**config.mk**
```make
export PLATFORM = sky130hd
export DESIGN_NAME = idx_exec
export DESIGN_NICKNAME = d
export VERILOG_FILES = /design/src/rtl/idx_pkg.sv /design/src/rtl/idx_decode.sv /design/src/rtl/idx_alu.sv /design/src/rtl/idx_exec.sv
export SDC_FILE = /design/constraint.sdc
export NUM_CORES = 1
export LEC_CHECK = 0
export BUFFER_PORTS_ARGS = -buffer_cell sky130_fd_sc_hd__clkbuf_2
export CELL_PAD_IN_SITES_DETAIL_PLACEMENT = 1
export CELL_PAD_IN_SITES_GLOBAL_PLACEMENT = 2
export CORE_MARGIN = 4
export CORE_UTILIZATION = 34
export DETAILED_ROUTE_END_ITERATION = 10
export PLACE_DENSITY_LB_ADDON = 0.1
export REMOVE_ABC_BUFFERS = 1
export SLEW_MARGIN = 20
export SYNTH_ARGS = -nofsm -noshare
export SYNTH_HDL_FRONTEND = slang
export SYNTH_SLANG_ARGS = --single-unit
```
**constraint.sdc**
```tcl
create_clock -name clk -period 2.4 [get_ports clk]
set_input_delay 0.48 -clock clk [delete_from_list [all_inputs] [get_ports clk]]
set_output_delay 0.48 -clock clk [all_outputs]
set_load 0.02 [all_outputs]
```
**src/rtl/idx_pkg.sv**
```systemverilog
package idx_pkg;
    typedef enum logic [2:0] {
        ST_IDLE, ST_DECODE, ST_READ, ST_PROC, ST_WRITE, ST_FINISH
    } phase_t;

    typedef enum logic [1:0] {
        OP_ADD, OP_BSET, OP_SETALL, OP_NONE
    } op_t;

    localparam int KW     = 8;
    localparam int NFLAGS = 5;
    localparam int FLAG_C  = 0;
    localparam int FLAG_DC = 1;
    localparam int FLAG_Z  = 2;
    localparam int FLAG_OV = 3;
    localparam int FLAG_N  = 4;

    typedef struct packed {
        op_t           op;
        logic          to_mem;
        logic [2:0]    bsel;
        logic [KW-1:0] k;
        logic          bad;
    } dec_t;
endpackage

```
**src/rtl/idx_decode.sv**
```systemverilog
module idx_decode
    import idx_pkg::*;
#(
    parameter int KMAX = 95
) (
    input  logic [15:0] word,
    output dec_t        dec
);
    always_comb begin
        dec        = '0;
        dec.op     = OP_NONE;
        dec.k      = word[7:0];
        dec.bsel   = word[11:9];
        if (word[15:10] == 6'b001001 && !word[8]) begin
            dec.op     = OP_ADD;
            dec.to_mem = word[9];
        end else if (word[15:12] == 4'b1000 && !word[8]) begin
            dec.op     = OP_BSET;
            dec.to_mem = 1'b1;
        end else if (word[15:8] == 8'h68) begin
            dec.op     = OP_SETALL;
            dec.to_mem = 1'b1;
        end
        dec.bad = (dec.op == OP_NONE) || (int'(word[7:0]) > KMAX);
    end
endmodule

```
**src/rtl/idx_alu.sv**
```systemverilog
module idx_alu
    import idx_pkg::*;
#(
    parameter int DW = 8,
    localparam int BW = $clog2(DW)
) (
    input  op_t               op,
    input  logic [BW-1:0]     bsel,
    input  logic [DW-1:0]     wval,
    input  logic [DW-1:0]     mval,
    output logic [DW-1:0]     res,
    output logic [NFLAGS-1:0] flg
);
    logic [DW:0] sum;
    logic [4:0]  low;

    always_comb begin
        sum = {1'b0, wval} + {1'b0, mval};
        low = {1'b0, wval[3:0]} + {1'b0, mval[3:0]};
        unique case (op)
            OP_ADD:    res = sum[DW-1:0];
            OP_BSET:   res = mval | (DW'(1) << bsel);
            OP_SETALL: res = '1;
            default:   res = mval;
        endcase
        flg          = '0;
        flg[FLAG_C]  = sum[DW];
        flg[FLAG_DC] = low[4];
        flg[FLAG_Z]  = (sum[DW-1:0] == '0);
        flg[FLAG_OV] = (wval[DW-1] == mval[DW-1]) && (sum[DW-1] != wval[DW-1]);
        flg[FLAG_N]  = sum[DW-1];
    end
endmodule

```
**src/rtl/idx_exec.sv**
```systemverilog
module idx_exec
    import idx_pkg::*;
#(
    parameter int AW   = 12,
    parameter int DW   = 8,
    parameter int KMAX = 95
) (
    input  logic              clk,
    input  logic              rst_n,
    input  logic              start,
    input  logic [15:0]       instr,
    input  logic              load,
    input  logic [DW-1:0]     load_wreg,
    input  logic [AW-1:0]     load_ptr,
    output logic              done,
    output logic              illegal,
    output logic [AW-1:0]     mem_addr,
    output logic              mem_rd_en,
    output logic              mem_wr_en,
    output logic [DW-1:0]     mem_wdata,
    input  logic [DW-1:0]     mem_rdata,
    output logic [DW-1:0]     wreg,
    output logic [AW-1:0]     ptr,
    output logic [NFLAGS-1:0] flags
);
    phase_t            st_q, st_d;
    logic [15:0]       ir_q;
    dec_t              dec, dec_q;
    logic [AW-1:0]     addr_q, ptr_q;
    logic [DW-1:0]     res_q, wreg_q, alu_res;
    logic [NFLAGS-1:0] flg_q, flags_q, alu_flg;
    logic              illegal_q;

    idx_decode #(.KMAX(KMAX)) u_dec (.word(ir_q), .dec(dec));

    idx_alu #(.DW(DW)) u_alu (
        .op(dec_q.op), .bsel(dec_q.bsel[$clog2(DW)-1:0]),
        .wval(wreg_q), .mval(mem_rdata), .res(alu_res), .flg(alu_flg)
    );

    // next-state logic
    always_comb begin
        st_d = st_q;
        unique case (st_q)
            ST_IDLE:   if (start) st_d = ST_DECODE;
            ST_DECODE: st_d = dec.bad ? ST_FINISH : ST_READ;
            ST_READ:   st_d = ST_PROC;
            ST_PROC:   st_d = ST_WRITE;
            ST_WRITE:  st_d = ST_FINISH;
            ST_FINISH: st_d = ST_IDLE;
            default:   st_d = ST_IDLE;
        endcase
    end

    // state register
    always_ff @(posedge clk or negedge rst_n) begin
        if (!rst_n) st_q <= ST_IDLE;
        else        st_q <= st_d;
    end

    // datapath registers
    always_ff @(posedge clk or negedge rst_n) begin
        if (!rst_n) begin
            ir_q      <= '0;
            dec_q     <= '0;
            addr_q    <= '0;
            res_q     <= '0;
            flg_q     <= '0;
            wreg_q    <= '0;
            ptr_q     <= '0;
            flags_q   <= '0;
            illegal_q <= 1'b0;
        end else begin
            unique case (st_q)
                ST_IDLE: begin
                    if (start) begin
                        ir_q      <= instr;
                        illegal_q <= 1'b0;
                    end else if (load) begin
                        wreg_q <= load_wreg;
                        ptr_q  <= load_ptr;
                    end
                end
                ST_DECODE: begin
                    dec_q     <= dec;
                    addr_q    <= ptr_q + AW'(dec.k);
                    illegal_q <= dec.bad;
                end
                ST_PROC: begin
                    res_q <= alu_res;
                    flg_q <= alu_flg;
                end
                ST_WRITE: begin
                    if (dec_q.op == OP_ADD) begin
                        flags_q <= flg_q;
                        if (!dec_q.to_mem) wreg_q <= res_q;
                    end
                end
                default: ;
            endcase
        end
    end

    // outputs
    always_comb begin
        mem_rd_en = (st_q == ST_READ);
        mem_wr_en = (st_q == ST_WRITE) && dec_q.to_mem;
        done      = (st_q == ST_FINISH);
        mem_addr  = addr_q;
        mem_wdata = res_q;
        illegal   = illegal_q;
        wreg      = wreg_q;
        ptr       = ptr_q;
        flags     = flags_q;
    end
endmodule

```
# Yosys cells after proc, flatten, opt, wreduce, memory -nomap -nowiden
# Index checks and enable logic that the tools add are counted.
# W data, S select, Z words.
# op_classes
n_addsub,3
multipliers,0
div_mod_pow,0
order_cmp,1
eq_ne,18
shifts,1
muxes,14
bitwise,2
n_reduce_logical,16
# op_table
cell,count
$mux W8,4
$pmux W8 S3,1
$pmux W8 S2,1
$pmux W3 S5,1
$add A12 B8 Y12,1
$mux W3,4
$ne A2 B2 Y1 const B,5
$add A8 B8 Y9,1
$eq A8 B7 Y1 const B,1
$gt A8 B7 Y1 const B,1
$logic_not A8 Y1,1
$or A8 B8 Y8,1
$shl A1 B3 Y8 const A,1
$eq A3 B2 Y1 const B,2
$eq A3 B3 Y1 const B,2
$eq A6 B4 Y1 const B,1
$reduce_and A2 Y1,3
$add A4 B4 Y5,1
$reduce_and A5 Y1,1
$eq A2 B2 Y1 const B,2
$eq A4 B4 Y1 const B,1
$logic_and A1 B1 Y1,4
$reduce_bool A2 Y1,2
$eq A3 B1 Y1 const B,1
12 further kinds,12
# totals
reg_bits,76
latchBits,0
ramBits,0
rom_bits,0
word_cells,67
memories,0

# Depth between registers and ports, before layout
# logic_depth
word_depth,8
ltp_mapped,9
mapped_depth_nobuf,9

# By module
# From an unflattened synthesis, not the netlist that was laid out.
# unflattened
cells_unflattened,374
hier_area_um2,4101.4
# modules_own_cells
module,instances,cells_each,area_per_inst_um2
idx_exec,1,279,3389.5
idx_alu,1,71,536.8
idx_decode,1,24,175.2

# Worst setup path before layout
# Ideal clock, no wire load.
# synth_timing
path_kind,reg-to-reg
startpoint,register ptr_q[0] (netlist: ptr[0])
endpoint,register addr_q[8] (netlist: mem_addr[8])
setup_time_ns,0.130
arrival_ns,1.972
t_required_ns,2.270
setup_slack_ns,0.299
stages_incl_launch_ff,9
synth_period_minus_slack_ns,2.101
path_cell_list,dfrtp_1 -> ha_1 -> fa_1 -> a21o_1 -> a21oi_1 -> o21ai_1 -> o21ai_0 -> xor2_1 -> o21ai_1
# synth_between
elab_chain_len,1
# synth_rtl
element,line_no,source
start: declaration,idx_exec.sv:29,"logic [AW-1:0] addr_q, ptr_q;"
start signal: assignment,idx_exec.sv:81,ptr_q <= load_ptr;
$add A12 B8 Y12,idx_exec.sv:86,addr_q <= ptr_q + AW'(dec.k);
end signal: assignment,idx_exec.sv:86,
end: declaration,idx_exec.sv:29,
# Every way passes these cells.
# A chain may end at the register's enable or synchronous reset.

# Worst setup path after layout
# layout_timing
startpoint,register ptr_q[0] (netlist: ptr[0])
endpoint,register addr_q[10] (netlist: mem_addr[10])
# Same word-level chain as after synthesis.

==> flow_summary.toml <==
[cts]
cts_buffers = 9
clk_latency_ps = 340
cts_tree = "built"
h-tree-depth = 3
clk_pin_slew_worst_paths_ps = 60
clockBufferDepth = 2
cts_root_buf = "clkbuf_16"
numClockSinks = 76

[power]
worst_ir_drop_vdd_mv = 0.570
power.density_nw_per_um2 = 1500
p_leak_nw = 2.33
power_w = 0.00736

[run]
drv_cap = 0

[timing]
final_hold_viol_count = 0
finalMaxSlewViolations = 0
final.setup.tns_ps = 0
slew_headroom = 0.492
fin_skew_ps = 6.82
period_needed_ps = 2180
setup_viol = 0
fmax_mhz = 459
rsz0062_at_grt = "no"
worst_slew_pin_slew_ps = 762
post-route-period-util = 0.908

[floorplan]
start_util = 0.346
ioPinCount = 97
dieArea_um2 = 13400
rows = 39
core_area_um2 = 11400
die-width_um = 116
die_h_um = 116

[drt]
final_antenna_net_count = 0
drc = 0
wl_per_cell_um = 16.6
dr.pass1.iters = 4
routed_wirelength_mm = 10.2
drtIter0Drc = 81
vias = 3088
drt-vias-per-instance = 5.03

[grt]
grt.overflow.total = 0
grt_max_degree = 44
grt_usage = 0.167
grt_pass1_wl_mm = 17.3
grt_pass1_vias = 3353
antenna_found_initial = 0

[place]
place.gp.congestion = 0.785
portBuffers = 96
hpwl_mm = 7.74

[critical_path]
path_buf_inv = 0
worstPathMaxFanout = 3
path_cells = "ha_1 > fa_1 > a21o_1 > a21oi_1 > o21ai_1 > o21ai_1 > xor2_1 > o21ai_1"
crit_type = "reg2reg"
critPathTopFamily = "compound AO/OA/AOI/OAI gates"
start_kind = "flip-flop"
cp_common_cell = "o21ai_1"
worstPathArrival_ps = 2400
cp.required_ps = 2620
crit_slowest_cell = "fa_1"
cpPeakStageDelay_ps = 420
cp-end-kind = "flip-flop"

[run_status]
status = "finished clean"

[synthesis]
ys.flop_type = "dfrtp_1"
synth_seq_cells = 76
syn_inst = 367
synth_top_area_share = 0.481
synth_edf_count = 0
synth_cell_type_count = 65
yosys-top-cells-area = "dfrtp_1, mux2_2, ha_1, nand2_1, mux2_1"
syn_avg_cell_area_um2 = 10.8
yosysWarnings = 0
synth_seq_area_share = 0.481
synth_top_cell_by_area = "dfrtp_1"
netlist_area_um2 = 3960
async_reset_ff_frac = 1.00

[final_layout]
diodes = 0
final_nets = 532
drive_gt1_frac = 0.331
n_fill_cell = 1314
areaGrowthSynthToFinish_pct = 23.8
multi_input_area_um2 = 1940
seqCellArea_um2 = 1900

[hold_path]
hp-class = "in2async"
-- cells by family (layout without fill, tap and decap cells) --
group	after synthesis	after routing	synth area share
multiplexers	41	41	0.114
flip-flops	76	76	0.481
AND/OR/NAND/NOR	108	108	0.141
adder cells (fa/ha/maj)	18	18	0.0607
buffers and inverters	23	127	0.0300
AO/OA/AOI/OAI	87	87	0.143
XOR/XNOR	14	14	0.0310
-- sequential cells by signal, indices dropped and copies added (netlist names) --
register   count
dec_q          6
ir_q          16
st_q           3
wreg           8
flg_q          5
flags          5
illegal        1
mem_wdata      8
ptr           12
mem_addr      12
-- worst paths after layout --
check / start / endpoint / slack, ps / depth (start not counted)
max: ptr[0] / mem_addr[10] / 220 / 8
max reg2reg: ptr[0] / mem_addr[10] / 220 / 8
min in group clk: instr[13] / ir_q[13] / 360 / 2
min: rst_n / ptr[11] / 120 / 1
max in group asynchronous: rst_n / ir_q[10] / 1590 / 2
min reg2reg: mem_addr[5] / mem_addr[5] / 490 / 2
-- worst reg2reg max path, cell delays in order (launching register included) --
cell and delay (ps):
dfrtp_1 400, ha_1 250, fa_1 420, a21o_1 180
a21oi_1 220, o21ai_1 170, o21ai_1 190, xor2_1 160
o21ai_1 80
-- synthesized netlist by cell type, types with 4 or more instances --
cell,instances
inv_1,6
o32ai_1,4
mux2_1,10
o21ai_0,22
buf_2,5
ha_1,16
a21o_1,6
nor2_1,24
xor2_1,10
nand2_1,45
clkbuf_1,7
a21oi_1,20
o21ai_1,7
mux2i_1,8
nand2b_1,7
mux2_2,23
xnor2_1,4
dfrtp_1,76
-- timing repair --
action	4_1_cts	5_1_grt
hold buffers	0	0
setup endpoints to repair	0	2
buffers inserted	0	0
resized for setup	0	2
-- where the power goes --
part / switching (W) / total, W / leakage [nW] / internal, W
registers: 0.000566 / 0.00246 / 0.892 / 0.00189
clock network: 0.000532 / 0.00144 / 0.151 / 0.000912
logic: 0.00198 / 0.00345 / 1.29 / 0.00147
total: 0.00308 / 0.00736 / 2.33 / 0.00428
-- cell type report --
class | count | area share
multi-input cells | 268 | 0.395
flip-flops and latches | 76 | 0.388
repair buffers | 104 | 0.111
clock buffers | 12 | 0.0483
well taps | 143 | 0.0365
clock inverters | 4 | 0.0151
inverters | 7 | 0.00537
-- metrics by stage --
step | setup WS [ps] | util | hold WS [ps] | cells | area [um2]
floorplan | 279 | - | 184 | 351 | 3860
global placement | 209 | 0.402 | 464 | 598 | 4590
detailed placement | 168 | 0.402 | 481 | 598 | 4590
CTS | 129 | 0.429 | 152 | 614 | 4900
global route | 33.2 | 0.429 | 178 | 614 | 4900
finish | 220 | 0.429 | 125 | 614 | 4900
-- per-layer routing --
layer	track usage	part of all wire	up-vias	routed length, um
met1	0.213	0.45	1511	4620
li1	-	-	1506	-
met3	0.0350	0.042	12	428
met5	0	0	-	0
met2	0.276	0.49	59	4970
met4	0.0696	0.019	0	191
-- cell usage in the layout, fill, tap and decap left out, types with 2 or more instances in the layout --
| cell type | synthesis | routed |
|---|---|---|
| a21oi_2 | 3 | 3 |
| nand2b_1 | 7 | 7 |
| mux2_1 | 10 | 10 |
| nor2_1 | 24 | 24 |
| nor2b_1 | 3 | 3 |
| ha_1 | 16 | 16 |
| and2_1 | 3 | 3 |
| a31oi_1 | 2 | 2 |
| o32ai_1 | 4 | 4 |
| bufinv_16 | 0 | 2 |
| mux2i_1 | 8 | 8 |
| clkbuf_1 | 7 | 3 |
| xnor2_1 | 4 | 4 |
| clkbuf_2 | 0 | 95 |
| nor4bb_1 | 2 | 2 |
| nand2_1 | 45 | 45 |
| nor3_1 | 3 | 3 |
| fa_1 | 2 | 2 |
| a211oi_1 | 2 | 2 |
| clkbuf_16 | 0 | 9 |
| a21oi_1 | 20 | 20 |
| dfrtp_1 | 76 | 76 |
| a21o_1 | 6 | 6 |
| o21ai_0 | 22 | 20 |
| o211ai_1 | 3 | 3 |
| buf_4 | 1 | 9 |
| nand4b_1 | 2 | 2 |
| o31ai_1 | 3 | 3 |
| o21ai_1 | 7 | 9 |
| or2_2 | 2 | 2 |
| mux2_2 | 23 | 23 |
| inv_1 | 6 | 6 |
| xor2_1 | 10 | 10 |
Power figures use the tool's default switching activity.
